File: src/rtl/ctl_line_pkg.sv
package ctl_line_pkg;

    typedef enum logic [2:0] {
        L2_INPUT,
        L2_STATIC,
        L2_PULSE_IDLE,
        L2_PULSE_LOW,
        L2_HS_READY,
        L2_HS_WAIT
    } l2_state_e;

    typedef enum logic [1:0] {
        MD_INPUT,
        MD_STATIC,
        MD_PULSE,
        MD_HANDSHAKE
    } l2_mode_e;

    // l2_ctl[2] = output select, [1] = static/edge select, [0] = level/enable
    function automatic l2_mode_e decode_mode(input logic [2:0] c);
        if (!c[2])     return MD_INPUT;
        else if (c[1]) return MD_STATIC;
        else if (c[0]) return MD_PULSE;
        else           return MD_HANDSHAKE;
    endfunction

    function automatic l2_mode_e mode_of(input l2_state_e s);
        unique case (s)
            L2_INPUT:                   return MD_INPUT;
            L2_STATIC:                  return MD_STATIC;
            L2_PULSE_IDLE, L2_PULSE_LOW: return MD_PULSE;
            default:                    return MD_HANDSHAKE;
        endcase
    endfunction

    function automatic l2_state_e rest_of(input l2_mode_e m);
        unique case (m)
            MD_INPUT:  return L2_INPUT;
            MD_STATIC: return L2_STATIC;
            MD_PULSE:  return L2_PULSE_IDLE;
            default:   return L2_HS_READY;
        endcase
    endfunction

endpackage

File: src/rtl/ctl_sync_edge.sv
module ctl_sync_edge #(
    parameter int   STAGES = 2,
    parameter logic IDLE   = 1'b1
) (
    input  logic clk,
    input  logic rst_n,
    input  logic din,
    output logic rise,
    output logic fall
);
    localparam int TOP = STAGES - 1;

    logic [TOP:0] chain_q;
    logic         prev_q;

    generate
        if (STAGES == 1) begin : g_one
            always_ff @(posedge clk or negedge rst_n) begin
                if (!rst_n) chain_q <= IDLE;
                else        chain_q <= din;
            end
        end else begin : g_many
            always_ff @(posedge clk or negedge rst_n) begin
                if (!rst_n) chain_q <= {STAGES{IDLE}};
                else        chain_q <= {chain_q[TOP-1:0], din};
            end
        end
    endgenerate

    always_ff @(posedge clk or negedge rst_n) begin
        if (!rst_n) prev_q <= IDLE;
        else        prev_q <= chain_q[TOP];
    end

    assign rise = chain_q[TOP] & ~prev_q;
    assign fall = ~chain_q[TOP] & prev_q;
endmodule

File: src/rtl/ctl_line2_fsm.sv
module ctl_line2_fsm
    import ctl_line_pkg::*;
(
    input  logic       clk,
    input  logic       rst_n,
    input  logic [2:0] l2_ctl,
    input  logic       acc,
    input  logic       act1,
    output logic       line2_out,
    output logic       line2_oe
);
    l2_state_e state_q, state_d;
    l2_mode_e  mode;

    assign mode = decode_mode(l2_ctl);

    always_ff @(posedge clk or negedge rst_n) begin
        if (!rst_n) state_q <= L2_INPUT;
        else        state_q <= state_d;
    end

    always_comb begin
        state_d = state_q;
        if (mode_of(state_q) != mode) begin
            state_d = rest_of(mode);
        end else begin
            unique case (state_q)
                L2_INPUT:      state_d = L2_INPUT;
                L2_STATIC:     state_d = L2_STATIC;
                L2_PULSE_IDLE: state_d = acc ? L2_PULSE_LOW : L2_PULSE_IDLE;
                L2_PULSE_LOW:  state_d = acc ? L2_PULSE_LOW : L2_PULSE_IDLE;
                L2_HS_READY:   state_d = acc ? L2_HS_WAIT : L2_HS_READY;
                L2_HS_WAIT: begin
                    if (acc)       state_d = L2_HS_WAIT;
                    else if (act1) state_d = L2_HS_READY;
                    else           state_d = L2_HS_WAIT;
                end
                default:       state_d = L2_INPUT;
            endcase
        end
    end

    always_comb begin
        line2_oe = l2_ctl[2];
        unique case (state_q)
            L2_STATIC:                 line2_out = l2_ctl[0];
            L2_PULSE_LOW, L2_HS_WAIT:  line2_out = 1'b0;
            default:                   line2_out = 1'b1;
        endcase
    end
endmodule

File: src/rtl/ctl_line_unit.sv
module ctl_line_unit #(
    parameter bit TX_SIDE     = 1'b0,
    parameter int SYNC_STAGES = 2
) (
    input  logic       clk,
    input  logic       rst_n,
    input  logic       irq1_en,
    input  logic       edge1_rise,
    input  logic [2:0] l2_ctl,
    input  logic       data_rd,
    input  logic       data_wr,
    input  logic       line1_in,
    input  logic       line2_in,
    output logic       line2_out,
    output logic       line2_oe,
    output logic       flag1,
    output logic       flag2,
    output logic       irq_n
);
    logic rise1, fall1, rise2, fall2;
    logic act1, act2, acc;
    logic flag1_q, flag2_q;

    ctl_sync_edge #(.STAGES(SYNC_STAGES), .IDLE(1'b1)) u_sync1 (
        .clk(clk), .rst_n(rst_n), .din(line1_in), .rise(rise1), .fall(fall1)
    );

    ctl_sync_edge #(.STAGES(SYNC_STAGES), .IDLE(1'b1)) u_sync2 (
        .clk(clk), .rst_n(rst_n), .din(line2_in), .rise(rise2), .fall(fall2)
    );

    assign act1 = edge1_rise ? rise1 : fall1;
    assign act2 = l2_ctl[1] ? rise2 : fall2;

    generate
        if (TX_SIDE) begin : g_tx
            assign acc = data_wr;
        end else begin : g_rx
            assign acc = data_rd;
        end
    endgenerate

    always_ff @(posedge clk or negedge rst_n) begin
        if (!rst_n) begin
            flag1_q <= 1'b0;
            flag2_q <= 1'b0;
        end else begin
            if (act1)         flag1_q <= 1'b1;
            else if (data_rd) flag1_q <= 1'b0;

            if (l2_ctl[2])    flag2_q <= 1'b0;
            else if (act2)    flag2_q <= 1'b1;
            else if (data_rd) flag2_q <= 1'b0;
        end
    end

    ctl_line2_fsm u_fsm (
        .clk(clk), .rst_n(rst_n), .l2_ctl(l2_ctl), .acc(acc), .act1(act1),
        .line2_out(line2_out), .line2_oe(line2_oe)
    );

    assign flag1 = flag1_q;
    assign flag2 = flag2_q;
    assign irq_n = ~((flag1_q & irq1_en) | (flag2_q & l2_ctl[0] & ~l2_ctl[2]));
endmodule

File: config.mk
export PLATFORM = sky130hd
export DESIGN_NAME = ctl_line_unit
export DESIGN_NICKNAME = d
export VERILOG_FILES = /design/src/rtl/ctl_line_pkg.sv /design/src/rtl/ctl_sync_edge.sv /design/src/rtl/ctl_line2_fsm.sv /design/src/rtl/ctl_line_unit.sv
export SDC_FILE = /design/constraint.sdc
export NUM_CORES = 1
export LEC_CHECK = 0
export BUFFER_PORTS_ARGS = -buffer_cell sky130_fd_sc_hd__buf_2
export CAP_MARGIN = 20
export CORE_AREA = 10 10 47 49
export DETAILED_ROUTE_END_ITERATION = 7
export DIE_AREA = 0 0 57 59
export GPL_TIMING_DRIVEN = 1
export PLACE_DENSITY_LB_ADDON = 0.15
export SKIP_LAST_GASP = 1
export SLEW_MARGIN = 0
export SYNTH_ARGS = -nofsm -noshare
export SYNTH_HDL_FRONTEND = slang
export SYNTH_SLANG_ARGS = --single-unit
File: constraint.sdc
create_clock -name clk -period 3.3 [get_ports clk]
set_input_delay 0 -clock clk [delete_from_list [all_inputs] [get_ports clk]]
set_output_delay 0 -clock clk [all_outputs]
set_load 0.02 [all_outputs]
Word-level counts from Yosys, hierarchy flattened. Cells that the tools add are included. Widths: inputs -> output; s select.

Flip-flop bits (word level): 11. Input port bits: 11. Word-level logic and storage cells: 53.

Equality and inequality tests: 8. Multiplexer cells: 18. Bitwise operators: 14. Reduce and logical (&&, ||, !) cells: 6.

Operators with widths (count): $pmux 3 s4 (1); $mux 1 (10); $pmux 3 s3 (1); $and 1x1->1 (7); $eq 3x2->1 const B (2); $eq 3x3->1 const B (2); $mux 3 (2); $not 1->1 (6); $pmux 2 s3 (1); $mux 2 (2); $reduce_or 2->1 (2); $eq 3x1->1 const B (1); $logic_not 3->1 (1); $reduce_bool 3->1 (1); $eq 2x1->1 const B (1); $eq 2x2->1 const B (1); $logic_not 2->1 (1); $ne 2x2->1 (1); $pmux 1 s2 (1); $reduce_bool 2->1 (1); $or 1x1->1 (1).

Longest topological paths before layout.
Depth after elaboration: 7. Gate-level depth with buffers: 4. Gate-level depth less buffers: 4.

Cells and area by module. Synthesis repeated with hierarchy kept, for this count alone.

Cells, all modules: 43. Area, all modules: 496.7 sq um.

By module, submodules not included: ctl_line2_fsm (instances 1, cells an instance 23, area an instance 198.9 sq um); ctl_sync_edge (instances 2, cells an instance 5, area an instance 93.8 sq um); ctl_line_unit (instances 1, cells an instance 10, area an instance 110.1 sq um).

Least setup slack after synthesis. OpenSTA, ideal clock, no wires.

Kind: flip-flop to flip-flop. Start point: register u_sync1.prev_q. End point: register u_fsm.state_q[0]. Data arrival time: 0.922 ns. Required time: 3.174 ns. Slack: 2.252 ns. Cell stages (with the launch flop): 5. Path buffers: 0. Path through: dfstp_2 -> nor3b_1 -> a21oi_1 -> o21ai_0 -> a21oi_1.

Longest elaborated chain between the ends: 7. Elaborated cells on any way between the ends: 8. Classes of those cells: mux (5); bitwise (3).

RTL lines: start, declared (RTL line ctl_sync_edge.sv:14) `logic prev_q;`; start signal, assigned (RTL line ctl_sync_edge.sv:32) `else prev_q <= chain_q[TOP];`; $not 1->1 (RTL line ctl_sync_edge.sv:35) `assign rise = chain_q[TOP] & ~prev_q;`; $and 1x1->1 (RTL line ctl_sync_edge.sv:35); $mux 1 * (RTL line ctl_line_unit.sv:32) `assign act1 = edge1_rise ? rise1 : fall1;`; $mux 1 * (RTL line ctl_line2_fsm.sv:35) `else if (act1) state_d = L2_HS_READY;`; $mux 3 * (RTL line ctl_line2_fsm.sv:34) `if (acc) state_d = L2_HS_WAIT;`; $pmux 3 s4 * (RTL line ctl_line2_fsm.sv:27) `unique case (state_q)`; $mux 3 * (RTL line ctl_line2_fsm.sv:24) `if (mode_of(state_q) != mode) begin`; via u_fsm.state_d[0] (RTL line ctl_line2_fsm.sv:12) `l2_state_e state_q, state_d;`; end signal, assigned (RTL line ctl_line2_fsm.sv:19) `else state_q <= state_d;`; end, declared (RTL line ctl_line2_fsm.sv:12).

Mark *: on every way through the listed nets, which the timed path passes. The rest lies on a longest branch. A chain may end at the register's enable or synchronous reset.

Worst setup path in the final report. Same ends and word-level chain as after synthesis.

==> out/results.tsv <==
stage	metric	value	unit
run_status	status	complete, no violations	
sta	Final Skew	1.73	ps
final_layout	n_diodes	0	
clock_tree	maximum clock path buffer count	2	
setup_path	Worst R2R Setup Slack	2170	ps
setup_path	WP data required	3450	ps
clock_tree	CTS HTree Levels	1	
drt	Routed Antenna Nets	0	
logic_synthesis	post-synthesis cell area	482	um^2
sta	final setup fails	0	
global_routing	GRT overflow	0	
power_and_ir_drop	leakage power	0.293	nW
drt	via/cell ratio	4.63	
global_routing	pin count of the biggest net entering global routing	12	
clock_tree	later-pin clock latency in the skew report	260	ps
floorplan	Top Ports	16	
floorplan	Die W	57	um
setup_path	CP Cell Sequence	nor3b_1, a21oi_1, o21ai_0, a21oi_1	
min_path	Hold Path End	flag1	
setup_path	CP Capture Type	flip-flop	
final_layout	Layout area overhead	35.1	%
logic_synthesis	#FFs+latches synth	11	
sta	max-slew violation count	0	
clock_tree	clk slew on worst S/H paths	70	ps
final_layout	post-route insts no fill	87	
final_layout	share of cells above drive strength 1	0.352	
sta	final-report hold violation count	0	
drt	routed wire length	984	um
setup_path	Slowest-stage cell, CP	dfstp_2	
drt	post-DR wirelength/cell	11.3	um
final_layout	Multi-input gate area	184	um^2
global_routing	first-pass GRT wire length	1520	um
drt	Post-route DRC	0	
run	MaxCap Viol Count	0	
final_layout	design area	651	um^2
min_path	Worst Hold Path Cells	3	
setup_path	crit start category	flip-flop	
placement	dpl cell area	564	um^2
setup_path	Crit Path Category	flip-flop to flip-flop	
logic_synthesis	synth unique cells	20	
drt	DRT Pass-1 Iters	4	
floorplan	row cnt	14	
min_path	HP Start	edge1_rise	
sta	FMAX	883	MHz
final_layout	register area	283	um^2
clock_tree	clk sinks	11	
sta	Sum Neg Setup Slack	0	ps
sta	Worst Tran Pin Value	241	ps
min_path	worst hold path type	input port to flip-flop	
setup_path	CP Launch Point	u_sync1.prev_q	
logic_synthesis	mean cell area of the mapped netlist	10.0	um^2
placement	gpl congestion	0.738	
drt	via total after detailed routing	403	
setup_path	Worst R2R Path Depth	4	
sta	Period Utilization, post-route	0.343	
setup_path	Top delay family on crit path	flip-flops	
setup_path	WP depth	4	
floorplan	core region area	0.00140	mm^2
logic_synthesis	register area share after synthesis	0.587	
setup_path	Most common cell on crit path	a21oi_1	
sta	final period demand of the worst path	1130	ps
sta	Worst slew margin	0.840	
global_routing	initial antenna violation count	0	
floorplan	DIE HEIGHT	59	um
clock_tree	CTS tree	built	
clock_tree	total CTS buffers	3	
power_and_ir_drop	PwrDens	443	mW/mm^2
placement	hpwl dp	755	um
power_and_ir_drop	worst vdd ir	0.000174	V
final_layout	layout net count	83	
clock_tree	postcts setup bufs	0	
drt	starting DRC count in detailed routing	7	
setup_path	Arr. time, crit path	1280	ps
floorplan	DIE AREA	0.00336	mm^2
setup_path	CP Max Fanout	2	
logic_synthesis	cell count after synthesis	48	
placement	Post-Place Cells	77	
sta	RSZ-0062 raised after global routing	false	
setup_path	crit path buf inv count	0	
floorplan	Initial Util	0.344	
global_routing	number of global-route vias before repair	372	
sta	worst hold slack	13.6	ps
logic_synthesis	Synth Net Count	59	
global_routing	Tot GR Track Use	0.0580	
setup_path	reg2reg start	u_sync1.prev_q	
final_layout	FILL cells	143	
placement	IO buf count	14	
clock_tree	CTS root buf	clkbuf_4	
setup_path	largest stage delay on the critical path	530	ps
setup_path	worst r2r dst	u_fsm.state_q[0]	
logic_synthesis	Yosys Warn Count	0	
==> flip-flops by register name, indices dropped and copies added (netlist names) <==
| register | cells |
|---|---|
| flag1 | 1 |
| flag2 | 1 |
| u_fsm.state_q | 3 |
| u_sync1.chain_q | 2 |
| u_sync1.prev_q | 1 |
| u_sync2.chain_q | 2 |
| u_sync2.prev_q | 1 |
==> final cells by class <==
cell class | count | area share
clock buffers | 4 | 0.0404
flip-flops and latches | 11 | 0.435
multi-input cells | 34 | 0.283
repair buffers | 20 | 0.200
well taps | 16 | 0.0308
inverters | 2 | 0.0115
==> synthesized netlist by cell type, drive strengths merged <==
library cell	instances	area, um^2
nand2	7	26.3
nor2	7	26.3
dfstp	6	158
dfrtp	5	125
o21ai	4	20.0
a21oi	3	15.0
nor2b	3	26.3
a31oi	2	12.5
inv	2	7.51
a221oi	1	8.76
and2	1	6.26
buf	1	7.51
nand2b	1	6.26
nand3	1	5.00
nor3	1	10.0
nor3b	1	7.51
o21a	1	7.51
o22ai	1	6.26
==> placed cells by master (no fill, tap or decap) <==
| cell | count |
|---|---|
| and2_1 | 1 |
| o21ai_1 | 1 |
| a31oi_1 | 2 |
| clkbuf_4 | 3 |
| dfrtp_1 | 5 |
| o21a_1 | 1 |
| o21ai_0 | 3 |
| o22ai_1 | 1 |
| nor3_2 | 1 |
| nor2_1 | 7 |
| nor3b_1 | 1 |
| nand3_1 | 1 |
| nand2_1 | 7 |
| nand2b_1 | 1 |
| a221oi_1 | 1 |
| inv_1 | 2 |
| dlygate4sd3_1 | 6 |
| nor2b_4 | 1 |
| nor2b_1 | 2 |
| dfstp_2 | 6 |
| buf_2 | 14 |
| a21oi_1 | 3 |
| clkbuf_1 | 1 |
==> worst register-to-register path: cells and delay by family, from the launching register on <==
kind | cells | cell delay (ps)
DFF | 1 | 530
AOI/OAI and AO/OA | 3 | 320
and+or+nand+nor | 1 | 170
==> cells by family after synthesis <==
kind of cell,after synthesis,synth area share
flops,11,0.587
buf+inv,3,0.0312
compound gates,12,0.145
simple gates,22,0.236
==> repair_timing <==
item / 4_1_cts / 5_1_grt
resized for setup: 0 / 0
setup endpoints to repair: 0 / 0
hold endpoints to repair: 16 / 0
hold buffers: 6 / 0
==> stage by stage <==
stage	setup slack [ps]	power (mW)	utilization
finish	2170	0.288	0.464
global route	2080	0.306	0.464
CTS	2150	0.295	0.464
detailed placement	2170	0.198	0.403
global placement	2210	0.197	0.403
floorplan	2250	0.178	-
==> power by group <==
group / internal [mW] / leakage (nW) / switching (mW)
sequential: 0.146 / 0.128 / 0.00668
combinational: 0.0219 / 0.150 / 0.0248
clock: 0.0467 / 0.0150 / 0.0416
==> routing by layer <==
layer / track usage / up-vias / share of wire
li1: - / 208 / -
met1: 0.0523 / 188 / 0.43
met2: 0.0961 / 7 / 0.51
met3: 0.0343 / 0 / 0.062
met4: 0.0403 / 0 / 0
met5: 0 / - / 0
==> worst max path at each step <==
stage                             to  slack (ps)
floorplan           u_fsm.state_q[0]        2250
global placement    u_fsm.state_q[0]        2210
detailed placement  u_fsm.state_q[0]        2170
CTS                 u_fsm.state_q[0]        2150
global route        u_fsm.state_q[0]        2080
finish              u_fsm.state_q[0]        2170
(Power assumes the default switching activity.)
